[config.mk]
export PLATFORM = sky130hd
export DESIGN_NAME = afq_flag_mux
export DESIGN_NICKNAME = d
export VERILOG_FILES = /design/src/rtl/afq_pkg.sv /design/src/rtl/afq_sel_dec.sv /design/src/rtl/afq_sel_reg.sv /design/src/rtl/afq_grp_mux.sv /design/src/rtl/afq_flag_mux.sv
export SDC_FILE = /design/constraint.sdc
export NUM_CORES = 1
export LEC_CHECK = 0
export BUFFER_PORTS_ARGS = -buffer_cell sky130_fd_sc_hd__buf_2
export CAP_MARGIN = 20
export CELL_PAD_IN_SITES_DETAIL_PLACEMENT = 1
export CELL_PAD_IN_SITES_GLOBAL_PLACEMENT = 1
export CORE_UTILIZATION = 25
export DETAILED_ROUTE_END_ITERATION = 16
export PLACE_DENSITY = 0.9
export SETUP_SLACK_MARGIN = 0.02
export SKIP_LAST_GASP = 1
export SLEW_MARGIN = 30
export SYNTH_ARGS = -nofsm -noshare
export SYNTH_HDL_FRONTEND = slang
export SYNTH_HIERARCHICAL = 1
export SYNTH_SLANG_ARGS = --single-unit
[constraint.sdc]
create_clock -name clk_i -period 2.9 [get_ports clk_i]
set_input_delay 0.435 -clock clk_i [delete_from_list [all_inputs] [get_ports clk_i]]
set_output_delay 0.435 -clock clk_i [all_outputs]
set_load 0.01 [all_outputs]
[src/rtl/afq_pkg.sv]
package afq_pkg;
  parameter int NUM_QUEUES = 32;
  parameter int GRP_W      = 8;
  parameter int DEV_ID_W   = 3;
  parameter int ADDR_W     = 8;

  localparam int NUM_GRP   = NUM_QUEUES / GRP_W;
  localparam int GRP_SEL_W = (NUM_GRP > 1) ? $clog2(NUM_GRP) : 1;
  localparam int DEV_LSB   = ADDR_W - DEV_ID_W;

  typedef logic [GRP_SEL_W-1:0] grp_sel_t;
  typedef logic [DEV_ID_W-1:0]  dev_id_t;
  typedef logic [GRP_W-1:0]     flag_vec_t;
endpackage

[src/rtl/afq_sel_dec.sv]
module afq_sel_dec
  import afq_pkg::*;
(
  input  logic              strobe_i,
  input  logic              addr_en_i,
  input  logic [ADDR_W-1:0] wr_addr_i,
  input  dev_id_t           dev_id_i,
  output logic              sel_vld_o,
  output logic              id_hit_o,
  output dev_id_t           addr_dev_o,
  output grp_sel_t          addr_grp_o
);
  // middle address bits are don't-care during a group selection
  assign addr_dev_o = wr_addr_i[ADDR_W-1:DEV_LSB];
  assign addr_grp_o = wr_addr_i[GRP_SEL_W-1:0];
  assign sel_vld_o  = strobe_i & ~addr_en_i;
  assign id_hit_o   = (addr_dev_o == dev_id_i);
endmodule

[src/rtl/afq_sel_reg.sv]
module afq_sel_reg
  import afq_pkg::*;
(
  input  logic     clk_i,
  input  logic     rst_ni,
  input  logic     sel_vld_i,
  input  logic     id_hit_i,
  input  dev_id_t  addr_dev_i,
  input  grp_sel_t addr_grp_i,
  output grp_sel_t grp_q_o,
  output dev_id_t  dev_q_o
);
  grp_sel_t grp_q;
  dev_id_t  dev_q;

  always_ff @(posedge clk_i or negedge rst_ni) begin
    if (!rst_ni) begin
      grp_q <= '0;
      dev_q <= '0;
    end else if (sel_vld_i) begin
      dev_q <= addr_dev_i;
      // a selection addressed to another device keeps the local group
      if (id_hit_i) grp_q <= addr_grp_i;
    end
  end

  assign grp_q_o = grp_q;
  assign dev_q_o = dev_q;
endmodule

[src/rtl/afq_grp_mux.sv]
module afq_grp_mux
  import afq_pkg::*;
(
  input  logic [NUM_QUEUES-1:0] af_status_i,
  input  grp_sel_t              grp_sel_i,
  input  logic                  drive_en_i,
  output flag_vec_t             flag_bus_no
);
  flag_vec_t masked [NUM_GRP];
  flag_vec_t picked;

  for (genvar g = 0; g < NUM_GRP; g++) begin : g_grp
    logic hit;
    assign hit       = (grp_sel_i == grp_sel_t'(g));
    assign masked[g] = af_status_i[g*GRP_W +: GRP_W] & {GRP_W{hit}};
  end

  always_comb begin
    picked = '0;
    for (int g = 0; g < NUM_GRP; g++) picked |= masked[g];
  end

  assign flag_bus_no = drive_en_i ? ~picked : '1;
endmodule

[src/rtl/afq_flag_mux.sv]
module afq_flag_mux
  import afq_pkg::*;
(
  input  logic                  clk_i,
  input  logic                  rst_ni,
  input  logic [DEV_ID_W-1:0]   dev_id_i,
  input  logic [ADDR_W-1:0]     wr_addr_i,
  input  logic                  addr_en_i,
  input  logic                  strobe_i,
  input  logic [NUM_QUEUES-1:0] af_status_i,
  output logic [GRP_W-1:0]      flag_bus_no,
  output logic                  bus_en_o
);
  logic     sel_vld, id_hit;
  dev_id_t  addr_dev, dev_q;
  grp_sel_t addr_grp, grp_q;

  afq_sel_dec i_dec (
    .strobe_i   (strobe_i),
    .addr_en_i  (addr_en_i),
    .wr_addr_i  (wr_addr_i),
    .dev_id_i   (dev_id_i),
    .sel_vld_o  (sel_vld),
    .id_hit_o   (id_hit),
    .addr_dev_o (addr_dev),
    .addr_grp_o (addr_grp)
  );

  afq_sel_reg i_reg (
    .clk_i      (clk_i),
    .rst_ni     (rst_ni),
    .sel_vld_i  (sel_vld),
    .id_hit_i   (id_hit),
    .addr_dev_i (addr_dev),
    .addr_grp_i (addr_grp),
    .grp_q_o    (grp_q),
    .dev_q_o    (dev_q)
  );

  assign bus_en_o = (dev_q == dev_id_i);

  afq_grp_mux i_mux (
    .af_status_i (af_status_i),
    .grp_sel_i   (grp_q),
    .drive_en_i  (bus_en_o),
    .flag_bus_no (flag_bus_no)
  );
endmodule

# After elaboration in Yosys (flattened, before gate mapping)
# Index checks and enable logic that the tools add are counted.
[op_classes]
reduce_logical = 2
muxes = 1
n_eq_ne = 5
bitwise_logic = 10
[op_table]
columns = ["cell", "n"]
rows = [
  ["8-bit AND", 4],
  ["8-bit OR", 3],
  ["8-bit two-way mux", 1],
  ["8-bit NOT", 1],
  ["3-bit equality test", 2],
  ["2-bit equality test, second input constant", 2],
  ["2-bit by 1-bit equality test with 1-bit output, second input constant", 1],
  ["2-bit zero test", 1],
  ["2-bit AND reduction", 1],
  ["1-bit AND", 1],
  ["1-bit NOT", 1],
]
[word_totals]
register_bits = 5
in_bits = 47
wordCells = 20

# Logic depth before layout (Yosys ltp)
# Gate-level depths: netlist (run 1).
[depth]
ltp_word = 7
ltp_mapped = 4

# Hierarchy
# Netlist (run 1), hierarchy kept.
[modules_own_cells]
columns = ["module", "seq_area_each_um2", "n_inst", "area_per_inst_um2", "cells_per_inst"]
rows = [
  ["afq_grp_mux", 0.0, 1, 230.2, 19],
  ["afq_sel_reg", 125.1, 1, 195.2, 11],
  ["afq_sel_dec", 0.0, 1, 80.1, 10],
  ["afq_flag_mux", 0.0, 1, 36.3, 4],
]

# Worst setup path before layout (run 1)
# Ideal clock, no wire load.
[synth_path]
kind = "input-to-output"
from = "input port dev_id_i[0]"
to = "output port flag_bus_no[0]"
path_buffers = 1
t_arrival_ns = 1.233
t_required_ns = 2.465
path_slack_ns = 1.232
cell_stages = 4
path_cell_list = "xor2_1 nor3_2 buf_1 nand2_1"
[synth_via]
elab_chain_cells = 2
[synth_lines]
columns = ["element", "line", "rtl"]
rows = [
  ["start: declaration", "afq_flag_mux.sv:6", "input logic [DEV_ID_W-1:0] dev_id_i,"],
  ["3-bit equality test", "afq_flag_mux.sv:40", "assign bus_en_o = (dev_q == dev_id_i);"],
  ["named net bus_en_o", "afq_flag_mux.sv:12", "output logic bus_en_o"],
  ["8-bit two-way mux", "afq_grp_mux.sv:23", "assign flag_bus_no = drive_en_i ? ~picked : '1;"],
  ["end: declaration", "afq_flag_mux.sv:11", "output logic [GRP_W-1:0] flag_bus_no,"],
]
# The timed path passes the listed nets, and every way through them passes these cells.

# Worst setup path after layout (run 1)
[layout_path]
from = "register i_reg.grp_q[0] (netlist: i_reg/grp_q_o[0])"
to = "output port flag_bus_no[0]"
[layout_via]
elab_chain_cells = 7
word_cells_on_any_way = 13
cone_classes = "eq/ne (3); mux (1); bitwise (8); reduce/logical (1)"
[layout_lines]
columns = ["element", "line", "rtl"]
rows = [
  ["start: declaration", "afq_sel_reg.sv:13", "grp_sel_t grp_q;"],
  ["start signal: assignment", "afq_sel_reg.sv:23", "if (id_hit_i) grp_q <= addr_grp_i;"],
  ["2-bit by 1-bit equality test with 1-bit output / 2-bit zero test (equally long branches)", "afq_grp_mux.sv:14", "assign hit = (grp_sel_i == grp_sel_t'(g));"],
  ["8-bit AND", "afq_grp_mux.sv:15", "assign masked[g] = af_status_i[g*GRP_W +: GRP_W] & {GRP_W{hit}};"],
  ["8-bit OR (2 in series)", "afq_grp_mux.sv:20", "for (int g = 0; g < NUM_GRP; g++) picked |= masked[g];"],
  ["8-bit OR *", "afq_grp_mux.sv:20", ""],
  ["8-bit NOT *", "afq_grp_mux.sv:23", ""],
  ["8-bit two-way mux *", "afq_grp_mux.sv:23", ""],
]
# Mark *: on every way between the ends. The rest lies on a longest branch, timed or not.

==> flow_summary.json, run 1 <==
{
  "status": "completed",
  "synth_area_per_cell_um2": 12.3,
  "finalSetupViolCount": 0,
  "root_buffer": "clkbuf_4",
  "timing.rr.end": "i_reg/grp_q_o[0]",
  "routed.top_layer": "met3",
  "wl_met2_um": 751,
  "period_needed_ns": 2.09,
  "setup.worst_path.end": "flag_bus_no[0]",
  "gr-total-overflow": 0,
  "drt_iter0_markers": 0,
  "fill_cells": 246,
  "critPathLaunch": "i_reg/grp_q_o[0]",
  "cap_violations": 0,
  "layout_commonest_cell": "buf_2",
  "worst-r2r-setup-slack_ns": 1.90,
  "routed_wirelength_mm": 1.50,
  "slew_violations": 0,
  "synth_cell_types": 13,
  "fp-row-count": 16,
  "cts_sinks": 5,
  "finalNonFillerCells": 120,
  "syn_to_final_growth_pct": 50.3,
  "timing.slew.headroom": 0.645,
  "synth_cells": 44,
  "fin_skew_ns": 0,
  "synth_nets": 91,
  "core_mm2": 0.00200,
  "firstDrtPassIters": 1,
  "port_buffers": 52,
  "numCtsBuffers": 3,
  "final_cell_mix": "52 x buf_2, 8 x mux4_2, 8 x nand2_1",
  "min_path_cells": 2,
  "die_h_um": 48.6,
  "grt_max_degree": 10,
  "drcViolationCount": 0,
  "cp_max_fo": 9,
  "dr_wl_met3_um": 220,
  "worstRegToRegCells": 1,
  "cts_max_level": 1,
  "endpoint_kind": "output port",
  "met1Wirelength_um": 526,
  "fin_crit_sh": 0.719,
  "insertion_delay_ns": 0.24,
  "worst_pin_slew_ns": 0.530,
  "fmax_ghz": 0.479,
  "p_per_area_mw_per_mm2": 475,
  "cts_buffer_depth": 2,
  "gp_congestion": 0.623,
  "syn_area_um2": 542,
  "io_pins": 56,
  "vias": 535,
  "path_clk_slew_ns": 0.04,
  "rsz0062_at_grt": "no",
  "crit_chain": "mux4_2 -> nand2_1 -> buf_2",
  "critPathLaunchType": "register",
  "ir_drop_mv": 0.178,
  "dpl.hpwl_mm": 1.35,
  "grt_pass1_vias": 559,
  "wl_per_cell_um": 12.5,
  "chipWidth_um": 48.6,
  "antennaDiodeCount": 0,
  "dp.cells": 115,
  "fin_nets": 141,
  "fin_setup_tns_ns": 0,
  "r2r-start": "i_reg/grp_q_o[0]",
  "initial_utilization": 0.271,
  "grt_pass1_wl_mm": 2.42,
  "cts_repair_resize_count": 0,
  "max_stage_delay_ns": 0.64,
  "crit_arrival_ns": 1.65,
  "tritoncts": "built",
  "p_leak_nw": 0.390,
  "total_power_w": 0.000387,
  "drive_gt1_frac": 0.763,
  "setup.worst_path.class": "register to output port",
  "slowest_stage": "dfrtp_1",
  "viasPerCell": 4.46,
  "finalHoldViolations": 0,
  "ys_seq_elements": 5,
  "ant_nets": 0,
  "worstPathRequired_ns": 2.47,
  "hp-class": "input port to register",
  "track_usage": 0.135,
  "grt_antenna_before_repair": 0,
  "die_area_mm2": 0.00236,
  "yosysWarnings": 6,
  "synth-seq-area-share": 0.231
}
-- where the power goes --
part	switching [W]	internal (W)	total (W)
clock	0.0000255	0.0000518	0.0000773
sequential	0.0000417	0.0000856	0.000127
combinational	0.0000541	0.000128	0.000182
-- Yosys cell counts (all sizes together) --
master  n  share of area
mux4    8           0.33
clkbuf  1         0.0092
xor2    6          0.097
dfrtp   5           0.23
nand2   9          0.067
mux2    5           0.12
buf     7          0.097
nor2b   1          0.012
nor3    2          0.037
-- cell families after synthesis --
group | share of synthesized area
xor+xnor | 0.0970
simple gates | 0.115
mux | 0.450
buf+inv | 0.106
flops | 0.231
-- worst max-delay path: cells and delay by family, from the launching register on --
kind | cells | cell delay, ns
muxes | 1 | 0.57
DFF | 1 | 0.64
buffers and inverters | 1 | 0.12
and+or+nand+nor | 1 | 0.08
-- worst min-delay path by stage --
stage	startpoint	to	slack [ns]
final	wr_addr_i[0]	i_reg/grp_q_o[0]	0.43
after global routing	wr_addr_i[0]	i_reg/grp_q_o[0]	0.43
after CTS	wr_addr_i[0]	i_reg/grp_q_o[0]	0.42
after detailed placement	rst_ni	i_reg/dev_q_o[1]	0.25
after global placement	rst_ni	i_reg/dev_q_o[0]	0.25
after floorplan	rst_ni	i_reg/dev_q_o[0]	0.14
-- through the flow --
step	hold slack, ns	instance area [um2]	setup slack, ns	utilization
floorplan	0.139	542	1.23	-
global placement	0.248	778	0.976	0.389
detailed placement	0.252	778	0.978	0.389
CTS	0.425	815	0.773	0.407
global route	0.435	815	0.669	0.407
finish	0.430	815	0.814	0.407
-- per-layer routing --
metal | GRT usage | vias up
met5 | 0 | -
li1 | - | 252
met2 | 0.254 | 39
met1 | 0.130 | 244
met4 | 0.0441 | 0
met3 | 0.0597 | 0
-- area by class of cell --
class,instances,area [um2],share of cell area
multi-input cells,31,359,0.441
repair buffers,53,270,0.332
flip-flops and latches,5,125,0.154
well taps,27,33.8,0.0415
clock buffers,4,26.3,0.0323
-- timing repair --
action | CTS | global route
buffers inserted | 0 | 0
endpoints found under the hold margin | 5 | 0
hold buffers | 1 | 0
-- sequential cells by signal (all words and copies together) (netlist names) --
name,count
i_reg/dev_q_o,3
i_reg/grp_q_o,2
Note: power is estimated with default switching activity, not from simulation.
==> run 2: changes to the inputs <==
--- a/config.mk
+++ b/config.mk
@@ -5,13 +5,14 @@
 export SDC_FILE = /design/constraint.sdc
 export NUM_CORES = 1
 export LEC_CHECK = 0
+export ABC_AREA = 1
 export BUFFER_PORTS_ARGS = -buffer_cell sky130_fd_sc_hd__buf_2
 export CAP_MARGIN = 20
 export CELL_PAD_IN_SITES_DETAIL_PLACEMENT = 1
 export CELL_PAD_IN_SITES_GLOBAL_PLACEMENT = 1
-export CORE_UTILIZATION = 25
+export CORE_UTILIZATION = 23
 export DETAILED_ROUTE_END_ITERATION = 16
-export PLACE_DENSITY = 0.9
+export PLACE_DENSITY = 0.86
 export SETUP_SLACK_MARGIN = 0.02
 export SKIP_LAST_GASP = 1
 export SLEW_MARGIN = 30
==> constraint.sdc (replaced) <==
create_clock -name clk_i -period 2.1 [get_ports clk_i]
set_input_delay 0.315 -clock clk_i [delete_from_list [all_inputs] [get_ports clk_i]]
set_output_delay 0.315 -clock clk_i [all_outputs]
set_load 0.01 [all_outputs]
==> run 2 against run 1 <==
Against the previous run:
- critical path depth increased by 2
- largest power group unchanged
- die area increased by 33%
- cell count increased by 62%
- critical path type unchanged
- clock power increased by 49%
- clock-buffer cell count unchanged
- area after synthesis increased by 23%
- combinational power increased by 72%
- synthesized cell count increased to 2.6 times the previous value
- clock skew unchanged
- first-iteration DRC count increased by 29
==> flow_summary.json, run 2 <==
{
  "die_h_um": 55.9,
  "max_stage_delay_ns": 0.53,
  "yosys.area.top_type": "nand2_1",
  "cts_hold_buf": 1,
  "rsz0062_at_grt": "no",
  "fin_crit_sh": 0.834,
  "root_buffer": "clkbuf_4",
  "stdcell_area_um2": 921,
  "endpoint_kind": "output port",
  "fmax_ghz": 0.571,
  "synth_area_per_cell_um2": 5.86,
  "synth_top_area_share": 0.236,
  "ys_seq_elements": 5,
  "io_pins": 56,
  "hp-class": "input port to register",
  "slowest_stage": "dfrtp_1",
  "gp_congestion": 0.731,
  "worst_pin_slew_ns": 0.575,
  "synth_common_cells": "42 x nand2_1, 26 x nand3_1, 11 x o21ai_1, 10 x inv_1",
  "fill_cells": 393,
  "timing.slew.headroom": 0.616,
  "fin_nets": 211,
  "synth-edff-count": 0,
  "cts_buffer_depth": 2,
  "syn_area_um2": 668,
  "cp_num_buf_inv": 2,
  "routed_wirelength_mm": 2.00,
  "drt_iter0_markers": 29,
  "viasPerCell": 4.60,
  "vias": 893,
  "fin_setup_tns_ns": 0,
  "dpl.hpwl_mm": 1.71,
  "ir_drop_mv": 0.367,
  "synth.area.top_cells": "nand2_1 24%, nand3_1 19%, dfrtp_1 19%, o21ai_1 8.2%, buf_6 6.7%",
  "fp-row-count": 19,
  "cts_repair_resize_count": 0,
  "synth_cell_types": 15,
  "critPathLaunchType": "register",
  "firstDrtPassIters": 4,
  "cp_top_family": "flip-flops",
  "path_clk_slew_ns": 0.04,
  "yosysWarnings": 6,
  "port_buffers": 52,
  "drcViolationCount": 0,
  "cap_violations": 0,
  "p_leak_nw": 0.548,
  "yosysMostFrequentCell": "nand2_1",
  "numCtsBuffers": 3,
  "gr-total-overflow": 0,
  "period_needed_ns": 1.75,
  "p_per_area_mw_per_mm2": 624,
  "die_area_mm2": 0.00312,
  "setup.worst_path.class": "register to output port",
  "dp.cells": 189,
  "finalHoldViolations": 0,
  "antennaDiodeCount": 0,
  "finalNonFillerCells": 194,
  "chipWidth_um": 55.9,
  "track_usage": 0.141,
  "ys_dominant_reg_cell": "dfrtp_1",
  "crit_arrival_ns": 1.44,
  "initial_utilization": 0.242,
  "synth_cells": 114,
  "slew_violations": 0,
  "cp_max_fo": 12,
  "synth-seq-area-share": 0.187,
  "layout_commonest_cell": "buf_2",
  "insertion_delay_ns": 0.25,
  "syn_to_final_growth_pct": 37.8,
  "grt_max_degree": 17,
  "async_reset_ff_frac": 1.00,
  "drive_gt1_frac": 0.380,
  "crit_chain": "buf_4 -> nand3_1 -> nand2_1 -> o21ai_1 -> buf_2",
  "core_mm2": 0.00276,
  "grt_pass1_wl_mm": 3.53,
  "placed_area_um2": 885,
  "worstPathRequired_ns": 1.78,
  "cts_sinks": 5,
  "synth_nets": 161,
  "tritoncts": "built",
  "grt_antenna_before_repair": 0,
  "finalSetupViolCount": 0,
  "cts_setup_buffers": 0,
  "wl_per_cell_um": 10.3,
  "largest_register_ffs": 3,
  "grt_pass1_vias": 924,
  "cts_max_level": 1,
  "ant_nets": 0,
  "total_power_w": 0.000575,
  "fin_skew_ns": 0,
  "final_cell_mix": "52 x buf_2, 42 x nand2_1, 26 x nand3_1",
  "status": "completed"
}
[run 2: changes by cell type after synthesis, moves of 3 or more]
| cell | previous run | this run |
|---|---|---|
| buf_6 | 1 | 4 |
| inv_1 | 0 | 10 |
| mux2_2 | 3 | 0 |
| mux4_2 | 8 | 0 |
| nand2_1 | 8 | 42 |
| nand3_1 | 0 | 26 |
| o21ai_1 | 0 | 11 |
| xor2_1 | 6 | 2 |
[run 2: metrics by stage]
step	utilization	hold slack, ns	worst slack (ns)
2_1_floorplan	-	0.0194	0.818
3_3_place_gp	0.321	0.132	0.608
3_5_place_dp	0.321	0.137	0.589
4_1_cts	0.334	0.292	0.310
5_1_grt	0.334	0.319	0.212
6_report	0.334	0.304	0.350
[run 2: area by class of cell]
class | count | area, um2 | area share
clock buffer | 4 | 26.3 | 0.0285
sequential | 5 | 125 | 0.136
multi-input combinational | 87 | 400 | 0.435
timing repair buffer | 55 | 285 | 0.310
tap | 31 | 38.8 | 0.0421
inverter | 12 | 45.0 | 0.0489
[run 2: worst reg2reg max path, delay by kind of cell (launching register included)]
family        cells  cell delay, ns
simple gates      2            0.17
flops             1            0.49
[run 2: layer usage]
metal,wire length [um],vias to the layer above,part of all wire,track usage
li1,-,455,-,-
met1,764,398,0.38,0.142
met2,1070,38,0.53,0.279
met3,153,2,0.077,0.0326
met4,16,0,0.0080,0.0523
met5,0,-,0,0
[run 2: path summary, 6_finish.rpt]
path                                   from               end  slack, ns  depth (start not counted)
max                        i_reg/grp_q_o[0]    flag_bus_no[1]       0.35                          5
max reg2reg                i_reg/grp_q_o[0]  i_reg/grp_q_o[0]       1.34                          2
min reg2reg                i_reg/dev_q_o[2]  i_reg/dev_q_o[2]       0.52                          2
max in group asynchronous            rst_ni  i_reg/dev_q_o[0]       1.56                          2
min in group asynchronous            rst_ni  i_reg/dev_q_o[1]       0.41                          2
min                            wr_addr_i[0]  i_reg/grp_q_o[0]       0.30                          3
[run 2: power by group]
part / switching, W / internal (W) / leakage, nW
clock network: 0.0000426 / 0.0000720 / 0.0150
logic: 0.000190 / 0.000123 / 0.471
registers: 0.0000319 / 0.000115 / 0.0624
[run 2: kinds of logic (layout without fill, tap and decap cells)]
| logic type | Yosys count | after routing | share of synthesized area |
|---|---|---|---|
| simple gates | 73 | 73 | 0.478 |
| buf+inv | 22 | 71 | 0.213 |
| compound gates | 11 | 11 | 0.0824 |
| flops | 5 | 5 | 0.187 |
| xor+xnor | 3 | 3 | 0.0393 |
